### src/rtl/rbs_pkg.sv
package rbs_pkg;

    typedef enum logic [2:0] {
        LS_IDLE,
        LS_RX,
        LS_RXACK,
        LS_TX,
        LS_TXACK
    } link_state_t;

    typedef enum logic [1:0] {
        PH_ADDR,
        PH_SUB,
        PH_DATA
    } rx_phase_t;

    typedef struct packed {
        logic start;
        logic stop;
        logic scl_rise;
        logic scl_fall;
        logic sda;
    } bus_evt_t;

    localparam int unsigned BYTE_BITS = 8;

    function automatic logic addr_in_bank(input logic [7:0] a, input int unsigned n);
        return 32'(a) < n;
    endfunction

endpackage

### src/rtl/rbs_line_sync.sv
module rbs_line_sync
    import rbs_pkg::*;
#(
    parameter int STAGES = 2
) (
    input  logic     clk,
    input  logic     rst,
    input  logic     scl_in,
    input  logic     sda_in,
    output bus_evt_t evt
);
    logic [STAGES-1:0] scl_q;
    logic [STAGES-1:0] sda_q;
    logic              scl_p;
    logic              sda_p;
    logic              scl_s;
    logic              sda_s;

    assign scl_s = scl_q[STAGES-1];
    assign sda_s = sda_q[STAGES-1];

    always_ff @(posedge clk) begin
        if (rst) begin
            scl_q <= '1;
            sda_q <= '1;
            scl_p <= 1'b1;
            sda_p <= 1'b1;
        end else begin
            scl_q <= {scl_q[STAGES-2:0], scl_in};
            sda_q <= {sda_q[STAGES-2:0], sda_in};
            scl_p <= scl_s;
            sda_p <= sda_s;
        end
    end

    always_comb begin
        evt.start    = scl_s & scl_p & sda_p & ~sda_s;
        evt.stop     = scl_s & scl_p & ~sda_p & sda_s;
        evt.scl_rise = scl_s & ~scl_p;
        evt.scl_fall = ~scl_s & scl_p;
        evt.sda      = sda_s;
    end

endmodule

### src/rtl/rbs_link_fsm.sv
module rbs_link_fsm
    import rbs_pkg::*;
#(
    parameter logic [6:0]  DEV_ADDR = 7'h2C,
    parameter int unsigned NREG     = 26
) (
    input  logic       clk,
    input  logic       rst,
    input  bus_evt_t   evt,
    input  logic [7:0] rd_data,
    output logic [7:0] rd_addr,
    output logic       wr_en,
    output logic [7:0] wr_addr,
    output logic [7:0] wr_data,
    output logic       sda_oe,
    output logic       busy,
    output logic       seq_clr
);
    localparam logic [3:0] LAST_BIT = 4'(BYTE_BITS);
    localparam logic [7:0] TOP_ADDR = 8'(NREG - 1);

    link_state_t st;
    rx_phase_t   ph;
    logic [3:0]  bitcnt;
    logic [7:0]  rx_sh;
    logic [7:0]  tx_sh;
    logic [7:0]  ptr;
    logic        rw;
    logic        mack;

    assign rd_addr = ptr;
    assign busy    = (st != LS_IDLE);
    assign seq_clr = evt.start | evt.stop;

    always_ff @(posedge clk) begin
        if (rst) begin
            st      <= LS_IDLE;
            ph      <= PH_ADDR;
            bitcnt  <= '0;
            rx_sh   <= '0;
            tx_sh   <= '0;
            ptr     <= '0;
            rw      <= 1'b0;
            mack    <= 1'b0;
            sda_oe  <= 1'b0;
            wr_en   <= 1'b0;
            wr_addr <= '0;
            wr_data <= '0;
        end else begin
            wr_en <= 1'b0;
            if (evt.stop) begin
                st     <= LS_IDLE;
                sda_oe <= 1'b0;
            end else if (evt.start) begin
                st     <= LS_RX;
                ph     <= PH_ADDR;
                bitcnt <= '0;
                sda_oe <= 1'b0;
            end else begin
                case (st)
                    LS_RX: begin
                        if (evt.scl_rise) begin
                            rx_sh  <= {rx_sh[6:0], evt.sda};
                            bitcnt <= bitcnt + 4'd1;
                        end else if (evt.scl_fall && bitcnt == LAST_BIT) begin
                            case (ph)
                                PH_ADDR: begin
                                    if (rx_sh[7:1] == DEV_ADDR) begin
                                        rw     <= rx_sh[0];
                                        sda_oe <= 1'b1;
                                        st     <= LS_RXACK;
                                        if (!rx_sh[0]) ph <= PH_SUB;
                                    end else begin
                                        st <= LS_IDLE;
                                    end
                                end
                                PH_SUB: begin
                                    if (addr_in_bank(rx_sh, NREG)) begin
                                        ptr    <= rx_sh;
                                        sda_oe <= 1'b1;
                                        st     <= LS_RXACK;
                                        ph     <= PH_DATA;
                                    end else begin
                                        st <= LS_IDLE;
                                    end
                                end
                                default: begin
                                    if (addr_in_bank(ptr, NREG)) begin
                                        wr_en   <= 1'b1;
                                        wr_addr <= ptr;
                                        wr_data <= rx_sh;
                                        ptr     <= ptr + 8'd1;
                                        sda_oe  <= 1'b1;
                                        st      <= LS_RXACK;
                                    end else begin
                                        st <= LS_IDLE;
                                    end
                                end
                            endcase
                        end
                    end
                    LS_RXACK: begin
                        if (evt.scl_fall) begin
                            bitcnt <= '0;
                            if (rw) begin
                                st     <= LS_TX;
                                tx_sh  <= rd_data;
                                sda_oe <= ~rd_data[7];
                            end else begin
                                st     <= LS_RX;
                                sda_oe <= 1'b0;
                            end
                        end
                    end
                    LS_TX: begin
                        if (evt.scl_rise) begin
                            bitcnt <= bitcnt + 4'd1;
                        end else if (evt.scl_fall) begin
                            if (bitcnt == LAST_BIT) begin
                                sda_oe <= 1'b0;
                                st     <= LS_TXACK;
                            end else begin
                                sda_oe <= ~tx_sh[6];
                                tx_sh  <= {tx_sh[6:0], 1'b0};
                            end
                        end
                    end
                    LS_TXACK: begin
                        if (evt.scl_rise) begin
                            mack <= ~evt.sda;
                            if (!evt.sda && ptr < TOP_ADDR) ptr <= ptr + 8'd1;
                        end else if (evt.scl_fall) begin
                            if (mack) begin
                                st     <= LS_TX;
                                bitcnt <= '0;
                                tx_sh  <= rd_data;
                                sda_oe <= ~rd_data[7];
                            end else begin
                                st <= LS_IDLE;
                            end
                        end
                    end
                    default: begin
                        sda_oe <= 1'b0;
                    end
                endcase
            end
        end
    end

endmodule

### src/rtl/rbs_reg_file.sv
module rbs_reg_file
    import rbs_pkg::*;
#(
    parameter int unsigned NREG      = 26,
    parameter int unsigned FREQ_BASE = 2
) (
    input  logic              clk,
    input  logic              rst,
    input  logic              wr_en,
    input  logic [7:0]        wr_addr,
    input  logic [7:0]        wr_data,
    input  logic [7:0]        rd_addr,
    input  logic              seq_clr,
    output logic [7:0]        rd_data,
    output logic [NREG*8-1:0] regs_flat,
    output logic [31:0]       freq_word
);
    localparam int unsigned IW     = (NREG > 1) ? $clog2(NREG) : 1;
    localparam logic [7:0]  F0     = 8'(FREQ_BASE);
    localparam logic [7:0]  F1     = 8'(FREQ_BASE + 1);
    localparam logic [7:0]  F2     = 8'(FREQ_BASE + 2);
    localparam logic [7:0]  F3     = 8'(FREQ_BASE + 3);

    logic [7:0] regs [NREG];
    logic [1:0] seq_cnt;
    logic       seq_full;

    for (genvar i = 0; i < NREG; i++) begin : g_reg
        always_ff @(posedge clk) begin
            if (rst) regs[i] <= '0;
            else if (wr_en && wr_addr == 8'(i)) regs[i] <= wr_data;
        end
        assign regs_flat[i*8 +: 8] = regs[i];
    end

    always_comb begin
        if (32'(rd_addr) >= NREG) rd_data = regs[NREG-1];
        else                      rd_data = regs[rd_addr[IW-1:0]];
    end

    // seq_cnt/seq_full track how many frequency bytes arrived in order
    always_ff @(posedge clk) begin
        if (rst) begin
            seq_cnt   <= '0;
            seq_full  <= 1'b0;
            freq_word <= '0;
        end else if (seq_clr) begin
            seq_cnt  <= '0;
            seq_full <= 1'b0;
        end else if (wr_en) begin
            seq_cnt  <= '0;
            seq_full <= 1'b0;
            if (wr_addr == F0) begin
                seq_cnt <= 2'd1;
            end else if (wr_addr == F1 && seq_cnt == 2'd1) begin
                seq_cnt <= 2'd2;
            end else if (wr_addr == F2 && seq_cnt == 2'd2) begin
                seq_full <= 1'b1;
            end else if (wr_addr == F3 && seq_full) begin
                freq_word <= {wr_data, regs[FREQ_BASE+2], regs[FREQ_BASE+1], regs[FREQ_BASE]};
            end
        end
    end

endmodule

### src/rtl/i2c_regbank_slave.sv
module i2c_regbank_slave
    import rbs_pkg::*;
#(
    parameter logic [6:0]  DEV_ADDR    = 7'h2C,
    parameter int unsigned NREG        = 26,
    parameter int unsigned FREQ_BASE   = 2,
    parameter int          SYNC_STAGES = 2
) (
    input  logic              clk,
    input  logic              rst,
    input  logic              scl_in,
    input  logic              sda_in,
    output logic              sda_oe,
    output logic [NREG*8-1:0] regs_flat,
    output logic [31:0]       freq_word
);
    bus_evt_t   evt;
    logic [7:0] rd_data;
    logic [7:0] rd_addr;
    logic       wr_en;
    logic [7:0] wr_addr;
    logic [7:0] wr_data;
    logic       busy;
    logic       seq_clr;
    logic       stop_seen;
    logic       fall_seen;

    assign stop_seen = evt.stop;
    assign fall_seen = evt.scl_fall;

    rbs_line_sync #(.STAGES(SYNC_STAGES)) u_sync (
        .clk    (clk),
        .rst    (rst),
        .scl_in (scl_in),
        .sda_in (sda_in),
        .evt    (evt)
    );

    rbs_link_fsm #(.DEV_ADDR(DEV_ADDR), .NREG(NREG)) u_fsm (
        .clk     (clk),
        .rst     (rst),
        .evt     (evt),
        .rd_data (rd_data),
        .rd_addr (rd_addr),
        .wr_en   (wr_en),
        .wr_addr (wr_addr),
        .wr_data (wr_data),
        .sda_oe  (sda_oe),
        .busy    (busy),
        .seq_clr (seq_clr)
    );

    rbs_reg_file #(.NREG(NREG), .FREQ_BASE(FREQ_BASE)) u_regs (
        .clk       (clk),
        .rst       (rst),
        .wr_en     (wr_en),
        .wr_addr   (wr_addr),
        .wr_data   (wr_data),
        .rd_addr   (rd_addr),
        .seq_clr   (seq_clr),
        .rd_data   (rd_data),
        .regs_flat (regs_flat),
        .freq_word (freq_word)
    );

endmodule

### config.mk
export PLATFORM = sky130hd
export DESIGN_NAME = i2c_regbank_slave
export DESIGN_NICKNAME = d
export VERILOG_FILES = /design/src/rtl/rbs_pkg.sv /design/src/rtl/rbs_line_sync.sv /design/src/rtl/rbs_link_fsm.sv /design/src/rtl/rbs_reg_file.sv /design/src/rtl/i2c_regbank_slave.sv
export SDC_FILE = /design/constraint.sdc
export NUM_CORES = 1
export LEC_CHECK = 0
export ABC_AREA = 1
export ABC_CLOCK_PERIOD_IN_PS = 2800
export BUFFER_PORTS_ARGS = -buffer_cell sky130_fd_sc_hd__buf_4
export CELL_PAD_IN_SITES_DETAIL_PLACEMENT = 0
export CELL_PAD_IN_SITES_GLOBAL_PLACEMENT = 1
export CORE_MARGIN = 2
export CORE_UTILIZATION = 40
export CTS_BUF_LIST = sky130_fd_sc_hd__clkbuf_16
export CTS_CLUSTER_DIAMETER = 200
export DETAILED_ROUTE_END_ITERATION = 16
export MAX_ROUTING_LAYER = met4
export PLACE_DENSITY = 0.78
export SLEW_MARGIN = 20
export SYNTH_ARGS = -nofsm -noshare
export SYNTH_HDL_FRONTEND = slang
export SYNTH_HIERARCHICAL = 1
export SYNTH_SLANG_ARGS = --single-unit
### constraint.sdc
create_clock -name clk -period 2.8 [get_ports clk]
set_input_delay 0.56 -clock clk [delete_from_list [all_inputs] [get_ports clk]]
set_output_delay 0.56 -clock clk [all_outputs]
set_load 0.02 [all_outputs]
==> flow_summary_export.csv, run 1 <==
group,metric,value,unit
outcome,status,"completed",
clock_network,ctsHtreeMaxLevel,2,
grt,grtUsageMet3,3.473,%
place,post_dp_cell_area,17130,um2
run,maxCapViolations,0,
grt,track_usage,25.95,%
drt,drtAntennaViolNets,0,
finish,area_growth_syn_to_layout,24.53,%
sta,fmax,418.5,MHz
drt,drc,0,
floorplanning,row_count,70,
sta,setup_viol,0,
drt,wire_per_inst,19.09,um
setup_path,r2r_cells,10,
clock_network,cts_tree,"yes",
setup_path,cp.required,3.27,ns
floorplanning,die_x,195.9,um
grt,grt-ovfl-total,0,
synthesis,ys_warn_count,6,
grt,antenna_found_initial,0,
synthesis,synthArstFlopShare,0,%
floorplanning,chipHeight,195.9,um
clock_network,post_cts_resized,0,
pwr,powerDensity,732.5,nW/um2
setup_path,worst_setup_path_end_kind,"flop",
grt,grt_busiest_layer,"met2",
grt,grt_max_degree,96,
synthesis,synth_edf_count,208,
sta,setup_tns,0,ns
sta,slew-limit-headroom,40.99,%
pwr,finalPower,13.44,mW
grt,grt_use_met2,41.83,%
synthesis,ys_types,40,
place,pre_cts_slack,0.4038,ns
drt,wl,49.15,mm
floorplanning,core_area,36430,um2
grt,grt_pass1_vias,12700,
pwr,p_leak,8.060,nW
sta,finalMaxSlewViolations,0,
grt,grt_first_pass_wirelength,73.92,mm
finish,diodes,0,
place,place_hpwl,35.97,mm
clock_network,clk_pin_slew_worst_paths,0.06,ns
sta,rsz0062_at_grt,"no",
place,port_buffers,244,
setup_path,worstPathMaxFanout,33,
floorplanning,die_area,38380,um2
clock_network,cts_buffers,35,
place,placed_cells,2510,
clock_network,root_buffer,"clkbuf_16",
synthesis,seq_area_frac_synth,55.03,%
sta,finClkSkew,0.02511,ns
min_path,hold-path-cell-count,2,
drt,vias,13210,
clock_network,insertion_delay,0.54,ns
floorplanning,initial_core_util,40.44,%
synthesis,ys_ff_latch,301,
drt,via_per_inst,5.132,
synthesis,synthCells,1837,
grt,grt_util_met1,33.53,%
sta,fin_ws,0.4104,ns
drt,drtIter0Drc,1007,
sta,tightest_slew,0.8792,ns
sta,final-hold-violation-count,0,
sta,fin_crit_sh,85.34,%
synthesis,synthFlopType,"edfxtp_1",
min_path,hold_path.class,"in2reg",
sta,finalCriticalPeriod,2.390,ns
finish,drive_gt1_share,19.09,%
floorplanning,io_pins,245,
finish,stdcell_area,18350,um2
synthesis,synth_area,14730,um2
clock_network,clock_sinks,301,
drt,drtPass1Iterations,5,
finish,final_cells,2574,
place,gp_congestion,0.9190,
synthesis,synth_area_per_cell,8.020,um2
clock_network,cts_setup_buffers,0,
synthesis,syn_nets,1845,
finish,final_nets,2087,
setup_path,cp-start-kind,"flop",
clock_network,hold_buffers,0,
pwr,vdd_drop_max,476.2,uV
clock_network,ctsLongestPathBuffers,3,
setup_path,worstSetupPathType,"reg2reg",
setup_path,cp_data_arrival_time,2.86,ns
-- worst max-delay path: stages, from the launching register on --
cell,delay [ns]
dfxtp_1,0.36
inv_1,0.07
nand2_1,0.05
nor2_1,0.11
nor2_2,0.20
inv_1,0.17
nor2_4,0.63
and2_1,0.23
buf_4,0.32
nor2_1,0.07
nor2_1,0.10
-- cell usage in the layout, fill, tap and decap left out, drive strengths merged --
cell type / Yosys / final
nand2: 447 / 447
nor2: 382 / 382
buf: 41 / 291
nand3: 247 / 247
inv: 220 / 231
edfxtp: 208 / 208
dfxtp: 93 / 93
a21oi: 45 / 45
o21ai: 37 / 37
clkbuf: 45 / 36
clkinv: 12 / 22
or2: 14 / 14
nand4: 11 / 11
a211oi: 11 / 11
bufinv: 0 / 7
nor3: 6 / 6
xor2: 4 / 4
ha: 4 / 4
o21bai: 2 / 2
nor4: 2 / 2
o211ai: 1 / 1
o22ai: 1 / 1
or3: 1 / 1
a31oi: 1 / 1
a21boi: 1 / 1
and2: 1 / 1
-- per-stage QoR --
stage / hold slack (ns) / utilization, %
2_1_floorplan: 0.3832 / -
6_report: 0.2294 / 50.35
3_3_place_gp: 0.3880 / 47.01
5_1_grt: 0.2232 / 50.35
3_5_place_dp: 0.3922 / 47.01
4_1_cts: 0.2095 / 50.35
-- synth_stat cells (2+ instances only) --
cell | instances | share of area, %
nand2_1 | 439 | 11
nor2_1 | 369 | 9.4
nand3_1 | 244 | 8.3
inv_1 | 211 | 5.4
edfxtp_1 | 208 | 42
dfxtp_1 | 93 | 13
a21oi_1 | 45 | 1.5
clkbuf_1 | 45 | 1.1
o21ai_0 | 32 | 1.1
buf_2 | 26 | 0.88
clkinv_1 | 11 | 0.28
nand4_1 | 11 | 0.47
or2_2 | 10 | 0.42
inv_2 | 9 | 0.23
nand2_2 | 8 | 0.34
a211oi_2 | 7 | 0.59
nor2_2 | 7 | 0.30
buf_1 | 6 | 0.15
buf_4 | 5 | 0.25
nor3_1 | 5 | 0.17
a211oi_1 | 4 | 0.20
buf_6 | 4 | 0.31
ha_1 | 4 | 0.34
nor2_4 | 4 | 0.31
o21ai_1 | 4 | 0.14
or2_1 | 4 | 0.17
xor2_1 | 4 | 0.24
nand3_2 | 3 | 0.20
nor2_8 | 2 | 0.27
nor4_1 | 2 | 0.085
o21bai_1 | 2 | 0.10
-- path summary, 6_finish.rpt --
kind | start | endpoint | slack (ns)
hold reg to reg | u_sync/scl_q[0]$_SDFF_PP1_ | u_sync/scl_q[1]$_SDFF_PP1_ | 0.40
hold / removal | scl_in | u_sync/scl_q[0]$_SDFF_PP1_ | 0.23
setup / recovery | u_sync/sda_q[1]$_SDFF_PP1_ | u_regs/freq_word[11]$_SDFFE_PP0P_ | 0.41
setup reg to reg | u_sync/sda_q[1]$_SDFF_PP1_ | u_regs/freq_word[11]$_SDFFE_PP0P_ | 0.41
-- flip-flops by register name, indices dropped and copies added, names as in the netlist, 2 cells and up --
signal and cells:
u_fsm/st 3, u_fsm/wr_addr 8, u_fsm/rd_addr 8, u_fsm/tx_sh 7, u_regs/freq_word 32, u_fsm/bitcnt 4
u_fsm/wr_data 8, u_regs/regs 208, u_fsm/rx_sh 8, u_fsm/ph 2, u_sync/scl_q 2, u_sync/sda_q 2
u_regs/seq_cnt 2
-- metal layers --
metal | vias to the layer above | wire, um
met5 | - | 0
met4 | 0 | 1719
met3 | 108 | 3625
met2 | 548 | 23070
met1 | 6204 | 20730
li1 | 6349 | -
-- where the power goes --
group	total (mW)	switching (mW)	internal (mW)
sequential	5.16	0.229	4.94
clock	4.81	1.83	2.99
combinational	3.46	2.40	1.06
total	13.4	4.45	8.99
-- cell type report --
cell class	instances	area, um2
Timing Repair Buffer	291	2210
Clock buffer	36	900.9
Multi-Input combinational cell	1218	5349
Clock inverter	28	316.6
Inverter	232	872.1
Fill cell	3528	18090
Sequential cell	301	8113
Tap cell	468	585.6
-- cells by family (layout without fill, tap and decap cells) --
family | count (synthesis) | after routing | synth area share [%]
adder cells (fa/ha/maj) | 4 | 4 | 0.3397
AND/OR/NAND/NOR | 1111 | 1111 | 31.76
flip-flops | 301 | 301 | 55.03
XOR/XNOR | 4 | 4 | 0.2378
AO/OA/AOI/OAI | 99 | 99 | 3.966
buffers and inverters | 318 | 587 | 8.662
No activity file was read; power rests on OpenSTA's default activity.
==> run 2: changes to the inputs <==
Settings changed: ABC_AREA 1 to not set, PLACE_DENSITY 0.78 to 0.74.
==> run 2 against run 1 <==
Cell count shrank 24%; sequential power shrank 4.1%; power shrank 25%; largest power group unchanged; highest routed layer unchanged.
==> flow_summary_export.csv, run 2 <==
group,metric,value,unit
synthesis,synth_area_per_cell,11.61,um2
grt,grt_pass1_vias,10370,
sta,fin_crit_sh,93.07,%
finish,top_register,"u_regs/regs",
setup_path,worstPathMaxFanout,9,
finish,fill_cells,3123,
drt,via_per_inst,5.457,
pwr,p_sw,2.228,mW
finish,regArea,8113,um2
synthesis,synthCells,1208,
sta,slew-limit-headroom,38.05,%
sta,setup_viol,0,
sta,final-hold-violation-count,0,
grt,grt_use_met2,39.54,%
grt,grt_first_pass_wirelength,65.41,mm
place,gp_congestion,0.9056,
sta,finalMaxSlewViolations,0,
setup_path,cp_data_arrival_time,3.01,ns
clock_network,cts_buffers,35,
clock_network,ctsLongestPathBuffers,3,
pwr,p_leak,6.748,nW
sta,rsz0062_at_grt,"no",
grt,grt-ovfl-total,0,
drt,drtIter0Drc,853,
run,maxCapViolations,0,
floorplanning,core_area,34540,um2
drt,wire_per_inst,22.85,um
finish,stdcell_area,17750,um2
clock_network,root_buffer,"clkbuf_16",
clock_network,clock_sinks,301,
clock_network,hold_buffers,0,
pwr,powerDensity,566.3,nW/um2
grt,track_usage,24.62,%
synthesis,ys_warn_count,6,
setup_path,cp.required,3.20,ns
clock_network,insertion_delay,0.51,ns
setup_path,worstSetupPathType,"reg2reg",
grt,antenna_found_initial,0,
grt,grt_busiest_layer,"met2",
setup_path,worst_setup_path_end_kind,"flop",
drt,wl,44.79,mm
drt,drtPass1Iterations,6,
place,place_hpwl,31.84,mm
grt,grt_max_degree,99,
outcome,status,"completed",
synthesis,syn_nets,1216,
floorplanning,io_pins,245,
finish,diodes,0,
pwr,vdd_drop_max,365.5,uV
clock_network,cts_tree,"yes",
place,post_dp_cell_area,16570,um2
finish,multiInputGateArea,5466,um2
pwr,swShare,22.17,%
drt,vias,10700,
pwr,p_int,7.825,mW
pwr,p_seq_share,49.3,%
finish,final_nets,1487,
sta,finClkSkew,0.01106,ns
pwr,clockPowerShare,45.3,%
drt,drc,0,
finish,finish.utilization,51.39,%
finish,layout_commonest_cell,"buf_4",
floorplanning,initial_core_util,40.59,%
floorplanning,chipHeight,191.2,um
floorplanning,die_x,191.2,um
clock_network,ctsHtreeMaxLevel,2,
pwr,pwr-share-comb,5.5,%
sta,finalCriticalPeriod,2.606,ns
min_path,hold_path.class,"in2reg",
floorplanning,die_area,36570,um2
synthesis,synth_area,14020,um2
sta,fmax,383.7,MHz
finish,largest_reg_flops,208,
setup_path,cp-start-kind,"flop",
finish,area_growth_syn_to_layout,26.60,%
grt,grtUsageMet3,3.782,%
floorplanning,row_count,68,
grt,grt_util_met1,32.70,%
place,port_buffers,244,
sta,setup_tns,0,ns
finish,top_regs,"u_regs/regs: 208 flops, u_regs/freq_word: 32 flops",
finish,mostFrequentLayoutCells,"buf_4, and2_1, edfxtp_1",
sta,tightest_slew,0.9281,ns
drt,drtAntennaViolNets,0,
finish,drive_gt1_share,26.71,%
clock_network,clk_pin_slew_worst_paths,0.06,ns
sta,hold_slack,0.2319,ns
-- run 2: area by class of cell --
class	count	share of cell area (%)
inverters	16	0.3383
clock buffers	37	5.216
flip-flops and latches	301	45.70
clock inverters	26	1.269
multi-input cells	818	30.80
repair buffers	307	13.47
well taps	455	3.207
-- run 2: metrics by stage --
step	worst slack, ns	std cells	total power, mW
after floorplan	0.4148	1208	5.293
after global placement	0.2051	1896	5.594
after detailed placement	0.1993	1896	5.598
after CTS	0.1756	1959	10.12
after global routing	0.02914	1960	10.33
final	0.1939	1960	10.05
-- run 2: critical path, cell delays in order, from the launching register on --
cell       delay, ns
dfxtp_2         0.38
or2_2           0.42
o22a_1          0.24
a21oi_1         0.24
a2111oi_0       0.11
buf_4           0.17
nor3_1          0.20
nor2b_1         0.08
a32oi_1         0.16
o22ai_1         0.11
a211o_1         0.28
o211a_1         0.12
-- run 2: path summary, 6_finish.rpt --
check	start	slack (ns)	depth (start not counted)	endpoint
worst max-delay path	u_fsm/rd_addr[1]$_SDFFE_PP0P_	0.19	11	u_fsm/sda_oe$_SDFFE_PP0P_
worst min register to register	u_sync/sda_q[0]$_SDFF_PP1_	0.41	1	u_sync/sda_q[1]$_SDFF_PP1_
worst max register to register	u_fsm/rd_addr[1]$_SDFFE_PP0P_	0.19	11	u_fsm/sda_oe$_SDFFE_PP0P_
worst min-delay path	sda_in	0.23	2	u_sync/sda_q[0]$_SDFF_PP1_
-- run 2: what timing repair did --
item,4_1_cts,5_1_grt
gates resized for setup,0,1
endpoints found under the setup margin,0,1
buffers inserted,0,1
-- run 2: routing by layer --
layer / share of wire, % / wire [um] / up-vias
met5: 0 / 0 / -
li1: - / - / 4915
met3: 7.3 / 3261 / 66
met1: 42 / 18970 / 5245
met2: 48 / 21580 / 470
met4: 2.2 / 983 / 0
-- run 2: power groups by stage --
stage               clock, mW  sequential [mW]  combinational [mW]
floorplan                   0             5.14               0.155
global placement            0             5.05               0.548
detailed placement          0             5.04               0.554
CTS                      4.61             4.95               0.554
global route             4.79             4.96               0.581
finish                   4.55             4.95               0.552
